File: src/rtl/mbx_pkg.sv
package mbx_pkg;
  localparam logic [2:0] OP_READ  = 3'd0;
  localparam logic [2:0] OP_WRITE = 3'd1;
  localparam logic [2:0] OP_SET   = 3'd2;
  localparam logic [2:0] OP_CLEAR = 3'd3;
  localparam logic [2:0] OP_TEST  = 3'd4;

  localparam int B_IN_IE   = 0;
  localparam int B_OUT_IE  = 1;
  localparam int B_IN_RDY  = 4;
  localparam int B_REQ_IN  = 5;
  localparam int B_OUT_RDY = 7;
  localparam int B_STEP    = 8;
  localparam int B_MAINT   = 9;
  localparam int B_RUN     = 15;

  localparam int CSR_W = 16;
endpackage

File: src/rtl/mbx_merge.sv
module mbx_merge #(
  parameter int DW = 16,
  localparam int NB = DW / 8
) (
  input  logic [2:0]    op,
  input  logic [NB-1:0] be,
  input  logic [DW-1:0] wdata,
  input  logic [DW-1:0] old,
  output logic [DW-1:0] merged
);
  import mbx_pkg::*;

  logic [DW-1:0] bmask;

  for (genvar b = 0; b < NB; b++) begin : g_byte
    assign bmask[b*8 +: 8] = {8{be[b]}};
  end

  always_comb begin
    case (op)
      OP_WRITE: merged = (old & ~bmask) | (wdata & bmask);
      OP_SET:   merged = old | (wdata & bmask);
      OP_CLEAR: merged = old & ~(wdata & bmask);
      default:  merged = old;
    endcase
  end
endmodule

File: src/rtl/mbx_vector.sv
module mbx_vector (
  input  logic clk,
  input  logic rst_n,
  input  logic set_ev,
  input  logic clr_ev,
  input  logic rdy,
  input  logic ie,
  input  logic ack,
  output logic irq
);
  logic armed_q;

  assign irq = armed_q & rdy & ie;

  always_ff @(posedge clk) begin
    if (!rst_n)          armed_q <= 1'b0;
    else if (clr_ev)     armed_q <= 1'b0;
    else if (set_ev)     armed_q <= 1'b1;
    else if (ack && irq) armed_q <= 1'b0;
  end
endmodule

File: src/rtl/mbx_csr_irq.sv
module mbx_csr_irq #(
  parameter int DW = 16,
  parameter int AW = 2,
  localparam int NB = DW / 8
) (
  input  logic          clk,
  input  logic          rst_n,
  input  logic          bus_req,
  input  logic [2:0]    bus_op,
  input  logic [AW-1:0] bus_addr,
  input  logic [NB-1:0] bus_be,
  input  logic [DW-1:0] bus_wdata,
  output logic [DW-1:0] bus_rdata,
  output logic          dev_run,
  output logic          dev_maint,
  output logic          dev_step,
  output logic [DW-1:0] dev_instr,
  output logic [DW-1:0] dev_cmd,
  output logic          dev_req_in,
  input  logic          dev_in_grant,
  input  logic          dev_out_valid,
  input  logic [DW-1:0] dev_out_data,
  output logic          dev_out_ready,
  output logic          irq_a,
  input  logic          irq_a_ack,
  output logic          irq_b,
  input  logic          irq_b_ack
);
  import mbx_pkg::*;

  logic [CSR_W-1:0] csr_q, csr_nx;
  logic [DW-1:0]    instr_q, outbox_q, cmd_q;
  logic [DW-1:0]    csr_ext, cur, merged;
  logic             req_d_q, step_q;

  // current value of the addressed word
  always_comb begin
    csr_ext = '0;
    csr_ext[CSR_W-1:0] = csr_q;
    if (int'(bus_addr) == 0)      cur = csr_ext;
    else if (int'(bus_addr) == 1) cur = instr_q;
    else if (int'(bus_addr) == 2) cur = outbox_q;
    else if (int'(bus_addr) == 3) cur = cmd_q;
    else                          cur = '0;
  end

  mbx_merge #(.DW(DW)) u_merge (
    .op(bus_op), .be(bus_be), .wdata(bus_wdata), .old(cur), .merged(merged)
  );

  logic wr_en, hit_csr, hit_instr, hit_cmd;
  assign wr_en     = bus_req && (bus_op == OP_WRITE || bus_op == OP_SET || bus_op == OP_CLEAR);
  assign hit_csr   = wr_en && int'(bus_addr) == 0;
  assign hit_instr = wr_en && int'(bus_addr) == 1;
  assign hit_cmd   = wr_en && int'(bus_addr) == 3;

  logic [CSR_W-1:0] csr_new;
  assign csr_new = hit_csr ? merged[CSR_W-1:0] : csr_q;

  logic unused_bits;
  assign unused_bits = ^{csr_new[14:10], csr_new[6], csr_new[3:2], merged};

  logic run_n, req_rise, in_set, out_fire, in_rdy_nx, out_rdy_nx;
  assign run_n    = csr_new[B_RUN];
  assign req_rise = csr_q[B_REQ_IN] & ~req_d_q;
  assign in_set   = csr_q[B_RUN] & ~csr_q[B_IN_RDY] & (req_rise | dev_in_grant);
  assign dev_out_ready = csr_q[B_RUN] & ~csr_q[B_OUT_RDY];
  assign out_fire = dev_out_valid & dev_out_ready;
  // ready bits: the host may only clear them; events set them only while clear
  assign in_rdy_nx  = run_n & ((csr_q[B_IN_RDY]  & csr_new[B_IN_RDY])  | in_set);
  assign out_rdy_nx = run_n & ((csr_q[B_OUT_RDY] & csr_new[B_OUT_RDY]) | out_fire);

  always_comb begin
    csr_nx = '0;
    csr_nx[B_RUN]     = run_n;
    csr_nx[B_MAINT]   = csr_new[B_MAINT];
    csr_nx[B_IN_IE]   = csr_new[B_IN_IE];
    csr_nx[B_OUT_IE]  = csr_new[B_OUT_IE];
    csr_nx[B_REQ_IN]  = csr_new[B_REQ_IN] & run_n;
    csr_nx[B_IN_RDY]  = in_rdy_nx;
    csr_nx[B_OUT_RDY] = out_rdy_nx;
  end

  always_ff @(posedge clk) begin
    if (!rst_n) begin
      csr_q     <= '0;
      req_d_q   <= 1'b0;
      step_q    <= 1'b0;
      instr_q   <= '0;
      outbox_q  <= '0;
      cmd_q     <= '0;
      bus_rdata <= '0;
    end else begin
      csr_q   <= csr_nx;
      req_d_q <= csr_q[B_REQ_IN];
      step_q  <= hit_csr & csr_new[B_STEP] & csr_new[B_MAINT];
      if (hit_instr) instr_q  <= merged;
      if (hit_cmd)   cmd_q    <= merged;
      if (out_fire)  outbox_q <= dev_out_data;
      if (bus_req && bus_op == OP_READ)      bus_rdata <= cur;
      else if (bus_req && bus_op == OP_TEST) bus_rdata <= cur & bus_wdata;
    end
  end

  mbx_vector u_vec_a (
    .clk(clk), .rst_n(rst_n),
    .set_ev(in_set & run_n), .clr_ev(csr_q[B_IN_RDY] & ~in_rdy_nx),
    .rdy(csr_q[B_IN_RDY]), .ie(csr_q[B_IN_IE]), .ack(irq_a_ack), .irq(irq_a)
  );

  mbx_vector u_vec_b (
    .clk(clk), .rst_n(rst_n),
    .set_ev(out_fire & run_n), .clr_ev(csr_q[B_OUT_RDY] & ~out_rdy_nx),
    .rdy(csr_q[B_OUT_RDY]), .ie(csr_q[B_OUT_IE]), .ack(irq_b_ack), .irq(irq_b)
  );

  assign dev_run    = csr_q[B_RUN];
  assign dev_maint  = csr_q[B_MAINT];
  assign dev_req_in = csr_q[B_REQ_IN];
  assign dev_step   = step_q;
  assign dev_instr  = instr_q;
  assign dev_cmd    = cmd_q;
endmodule

File: config.mk
export PLATFORM = sky130hd
export DESIGN_NAME = mbx_csr_irq
export DESIGN_NICKNAME = d
export VERILOG_FILES = /design/src/rtl/mbx_pkg.sv /design/src/rtl/mbx_merge.sv /design/src/rtl/mbx_vector.sv /design/src/rtl/mbx_csr_irq.sv
export SDC_FILE = /design/constraint.sdc
export NUM_CORES = 1
export LEC_CHECK = 0
export ABC_AREA = 1
export BUFFER_PORTS_ARGS = -buffer_cell sky130_fd_sc_hd__buf_2
export CAP_MARGIN = 25
export CORE_MARGIN = 2
export CORE_UTILIZATION = 30
export DETAILED_ROUTE_END_ITERATION = 12
export GPL_TIMING_DRIVEN = 0
export PLACE_DENSITY = 0.51
export SETUP_SLACK_MARGIN = 0.02
export SYNTH_ARGS = -nofsm -noshare
export SYNTH_HDL_FRONTEND = slang
export SYNTH_HIERARCHICAL = 1
export SYNTH_SLANG_ARGS = --single-unit
export TNS_END_PERCENT = 10
File: constraint.sdc
create_clock -name clk -period 5.28 [get_ports clk]
set_input_delay 1.32 -clock clk [delete_from_list [all_inputs] [get_ports clk]]
set_output_delay 1.32 -clock clk [all_outputs]
set_load 0.005 [all_outputs]
# == Word level (Yosys, flattened, before mapping) ==
# Cells that the tools add are included.
# classes
eq_ne,7
n_mux,12
bitwise,37
n_reduce_logical,17
# ops
cell,count
$mux 16,7
$and 16x16->16,4
$pmux 16 s3,1
$not 16->16,2
$or 16x16->16,2
$and 1x1->1,20
$logic_and 1x1->1,8
$eq 3x2->1 const B,2
$not 1->1,6
$reduce_bool 2->1,3
$eq 2x2->1 const B,2
$mux 1,4
$reduce_or 2->1,2
$eq 3x1->1 const B,1
$eq 3x3->1 const B,1
$logic_not 3->1,1
$or 1x1->1,3
$eq 2x1->1 const B,1
$logic_not 2->1,1
$logic_or 1x1->1,2
# totals
register_bits,84
input_bits,46
output_inout_bits,55
word_cells,84

# == Logic depth before layout (Yosys ltp) ==
# depth
ltp_word,15
mapped_depth,20
mapped_depth_nobuf,19

# == By module ==
# The synthesis kept the hierarchy.
# modules_own_cells
mod,n_inst,cells_each,area_each_um2,seq_area_each_um2
mbx_csr_irq,1,437,3131.8,1461.4
mbx_merge,1,194,840.8,0.0
mbx_vector,2,8,57.6,20.0

# == Worst setup path before layout ==
# OpenSTA, ideal clock, no wires.
# synth_path
path_type,input port to flip-flop
from,in bus_addr[1]
to,reg u_vec_a.armed_q
setup_ns,0.066
t_arrival_ns,2.841
required_time_ns,5.214
setup_slack_ns,2.373
cell_stages,17
path_buffers,0
path_cell_list,inv_1 nor2_2 nand2_1 nand3_1 and2_1 inv_1 nor2_1 nand2_1 nand3_1 nand2_1 nand2_1 nand3_1 nand2_1 inv_1 nor3_1 inv_1 a21oi_2
# synth_via
elab_cells_between_ends,24
classes_between,eq/ne: 3; mux: 7; bitwise: 10; reduce/logical: 4
# synth_lines
item,line,rtl
start: declaration,mbx_csr_irq.sv:10,"input logic [AW-1:0] bus_addr,"
$eq 2x1->1,mbx_csr_irq.sv:43,else if (int'(bus_addr) == 3) cur = cmd_q;
$mux 16,mbx_csr_irq.sv:43,
$mux 16,mbx_csr_irq.sv:42,else if (int'(bus_addr) == 2) cur = outbox_q;
$mux 16,mbx_csr_irq.sv:41,else if (int'(bus_addr) == 1) cur = instr_q;
$mux 16 (*),mbx_csr_irq.sv:40,if (int'(bus_addr) == 0) cur = csr_ext;
via cur[15],mbx_csr_irq.sv:33,"logic [DW-1:0] csr_ext, cur, merged;"
$and 16x16->16,mbx_merge.sv:21,OP_WRITE: merged = (old & ~bmask) | (wdata & bmask);
$or 16x16->16,mbx_merge.sv:21,
$pmux 16 s3 (*),mbx_merge.sv:20,case (op)
via merged[15],mbx_csr_irq.sv:33,
$mux 16 (*),mbx_csr_irq.sv:58,assign csr_new = hit_csr ? merged[CSR_W-1:0] : csr_q;
$and 1x1->1,mbx_csr_irq.sv:70,assign in_rdy_nx = run_n & ((csr_q[B_IN_RDY] & csr_new[B_IN_RDY]) | in_set);
$not 1->1,mbx_csr_irq.sv:107,".set_ev(in_set & run_n), .clr_ev(csr_q[B_IN_RDY] & ~in_rdy_nx),"
$and 1x1->1,mbx_csr_irq.sv:107,
$reduce_or 2->1 (no line),--,
end signal: assignment,mbx_vector.sv:17,else if (clr_ev) armed_q <= 1'b0;
end signal: assignment,mbx_vector.sv:18,else if (set_ev) armed_q <= 1'b1;
end signal: assignment,mbx_vector.sv:19,else if (ack && irq) armed_q <= 1'b0;
end: declaration,mbx_vector.sv:11,logic armed_q;
# Mark *: on every way through the listed nets, which the timed path passes. The rest lies on a longest branch.
# A chain may end at the register's enable or synchronous reset.

# == Final worst setup path ==
# Same ends and word-level chain as after synthesis.

==> summary.md <==
| Metric | Value |
|---|---|
| Status | finished clean |
| Least-Margin Pin Slew | 0.588 ns |
| Setup Buffers After CTS | 0 |
| RePlAce Congestion | 0.856 |
| Fin crit share | 0.621 |
| Seq pwr share | 0.444 |
| Crit-path cells | buf_2, inv_1, nor2_2, nand2_1, nand3_1, and2_1, inv_1, nor2_1, nand2_1, nand3_1, nand2_1, nand2_1, nand3_1, nand2_1, inv_1, nor3_1, inv_1, a21oi_2 |
| Gate Count Post-Synth | 647 |
| IO Port Bufs | 98 |
| Finished Layout Cells | 937 |
| Die area | 0.0146 mm² |
| Synth Flop Type | dfxtp_1 |
| Setup Crit Path Kind | in2reg |
| Site Rows | 42 |
| Fin crit period | 3.28 ns |
| Initial Utilization | 0.307 |
| Avg Inst Size Synth | 6.32 µm² |
| Synth Area in Adders | 0 |
| Die X | 121 µm |
| Root Driver | clkbuf_16 |
| DRT Wirelength | 14.5 mm |
| VDD IR max | 0.123 mV |
| Asr flop ratio synth | 0 |
| Slew Viols, Final | 0 |
| Logic pwr share | 0.129 |
| Post-synthesis compound-gate area fraction | 0.168 |
| Final setup TNS | 0 ns |
| GR Util All Layers | 0.204 |
| WHS | 0.464 ns |
| Nets@finish | 802 |
| Hold Crit Class | reg2reg |
| Leak pwr | 0.00229 µW |
| Fmax | 0.305 GHz |
| Wire per inst | 15.5 µm |
| Internal | 952 µW |
| Cell Pwr Density | 260 mW/mm² |
| CTS Hold Buffers Added | 0 |
| Startpoint types | input pin |
| Max_cap viols | 0 |
| Drt first pass iters | 5 |
| Multiplexer area fraction after synthesis | 0 |
| Slowest stage delay, CP | 0.34 ns |
| Deepest level of the CTS H-tree | 3 |
| Setup crit end kind | flop |
| Ports | 101 |
| Vias in the first global route | 4228 |
| Clk sinks | 75 |
| Most used cell along the critical path | nand2_1 |
| Placed wire-length estimate | 11.2 mm |
| Antenna violations before repair | 0 |
| Delay-heaviest family, CP | simple AND/OR/NAND/NOR gates |
| Clock skew | 0.00841 ns |
| Net Sw Frac | 0.277 |
| Seq/Total Area, Yosys | 0.367 |
| Crit path DAT | 3.57 ns |
| Post-cts sizing count | 0 |
| Share of cells above drive strength 1 | 0.206 |
| Buf+Inv Stages, Crit Path | 5 |
| Num CTS Buffers | 9 |
| Final Hold Vio Count | 0 |
| RSZ-0062 raised after global routing | no |
| Critical-path top delay cell | nor2_2 |
| Number of diodes | 0 |
| ANT nets after route | 0 |
| Slew headroom | 0.608 |
| Clk network pwr share | 0.427 |
| CP Data Required Time | 5.56 ns |
| Post-synth EDFFs | 0 |
| Post-synthesis xor/xnor area fraction | 0 |
| Main combinational cell family by area after synthesis | simple AND/OR/NAND/NOR gates |
| Vias per cell | 4.85 |
| CTS clk-pin slew, worst paths | 0.06 ns |
| Routed vias | 4547 |
| Synthesis-stage register bit count | 75 |
| Post-synthesis cell area | 0.00409 mm² |
| Pwr Total | 1320 µW |
| Syn-to-layout area delta | 23.6% |
| Syn Nets | 693 |
| Post-synthesis cell type count | 29 |
| Area share of and/or/nand/nor cells after synthesis | 0.367 |
| Psw | 364 µW |
| Die Y-Extent | 121 µm |
| Pin count of the biggest net entering global routing | 12 |
| Crit Path Max Fanout | 10 |
| Max Root-Sink Buffers | 2 |
| Filler Cell Count | 1483 |
| # placed instances | 921 |
| CTS tree | yes |
| YS warnings | 6 |
| Worst-Skew Late Latency | 0.35 ns |
| CORE AREA | 0.0133 mm² |
| DRT iter0 DRCs | 296 |
| DRC viols | 0 |
| Remaining Overflow, GRT | 0 |
| First-pass GRT wire length | 22.6 mm |
| Final setup vio count | 0 |
registers in the layout, summed over array words and instances (netlist names):
signal           count
dev_instr           16
csr_ext              7
bus_rdata           16
dev_step             1
dev_cmd             16
u_vec_a/armed_q      1
req_d_q              1
outbox_q            16
u_vec_b/armed_q      1
layout by cell type, fill, tap and decap left out, types with 3 or more instances in the layout:
master / netlist / final
nor2_1: 56 / 56
clkbuf_16: 0 / 9
dfxtp_1: 75 / 75
buf_2: 17 / 115
and2_1: 7 / 7
nand2_1: 176 / 176
o21ai_0: 67 / 67
clkinv_2: 0 / 3
inv_1: 57 / 57
a21oi_1: 56 / 56
o211ai_1: 5 / 5
buf_4: 4 / 4
nand3_1: 81 / 81
clkbuf_1: 12 / 16
or2_2: 12 / 12
cell families (layout without fill, tap and decap cells):
| logic type | count (synthesis) | count (layout) |
|---|---|---|
| simple gates | 345 | 345 |
| compound gates | 132 | 132 |
| buf+inv | 95 | 209 |
| flops | 75 | 75 |
per-stage QoR:
stage	util	worst slack, ns	cell area (µm²)
floorplan	-	2.37	4090
global placement	0.361	1.67	4800
detailed placement	0.361	1.67	4800
CTS	0.380	2.04	5050
global route	0.380	1.69	5050
finish	0.380	2.00	5050
synth_stat cells, drive strengths merged (2+ instances only):
cell,n,share of area
clkbuf,12,0.011
nand4,2,0.0031
o211ai,5,0.0092
and3,2,0.0037
nand2,178,0.17
buf,24,0.033
inv,59,0.054
dfxtp,75,0.37
or2,12,0.018
nor2,59,0.058
and2,7,0.011
nand3,82,0.10
o21ai,68,0.084
a21oi,58,0.073
power groups by stage:
| stage | Combinational (µW) | Clock, µW | Sequential [µW] |
|---|---|---|---|
| 2_1_floorplan | 97.3 | 0 | 597 |
| 3_5_place_dp | 168 | 0 | 597 |
| 4_1_cts | 169 | 575 | 585 |
| 5_1_grt | 189 | 600 | 586 |
| 6_report | 169 | 562 | 585 |
| 3_3_place_gp | 165 | 0 | 597 |
per-layer routing:
metal,track usage,vias up,routed length [µm]
met5,0,-,0
met4,0.0850,0,276
met3,0.0363,19,1190
met2,0.301,174,6250
met1,0.290,2040,6800
li1,-,2314,-
path summary, 6_finish.rpt:
check	start	end	slack [ns]	depth (start not counted)
max reg2reg	dev_instr[7]	u_vec_b/armed_q	3.24	17
min	outbox_q[12]	outbox_q[12]	0.46	2
max	bus_addr[1]	u_vec_a/armed_q	2.00	18
min reg2reg	outbox_q[12]	outbox_q[12]	0.46	2
layout make-up:
type,count,area [µm²],area share
multi-input cells,477,2190,0.433
flip-flops and latches,75,1500,0.297
repair buffers,98,490,0.0971
clock buffers,13,240,0.0475
inverters,59,221,0.0438
well taps,176,220,0.0436
plain buffers,36,179,0.0354
clock inverters,3,15.0,0.00297
tightest hold or removal path, cell delays in order, from the launching register on:
cell and delay (ns):
dfxtp_1 0.31, nand2_1 0.06, a21oi_1 0.05
Power figures use the tool's default switching activity.
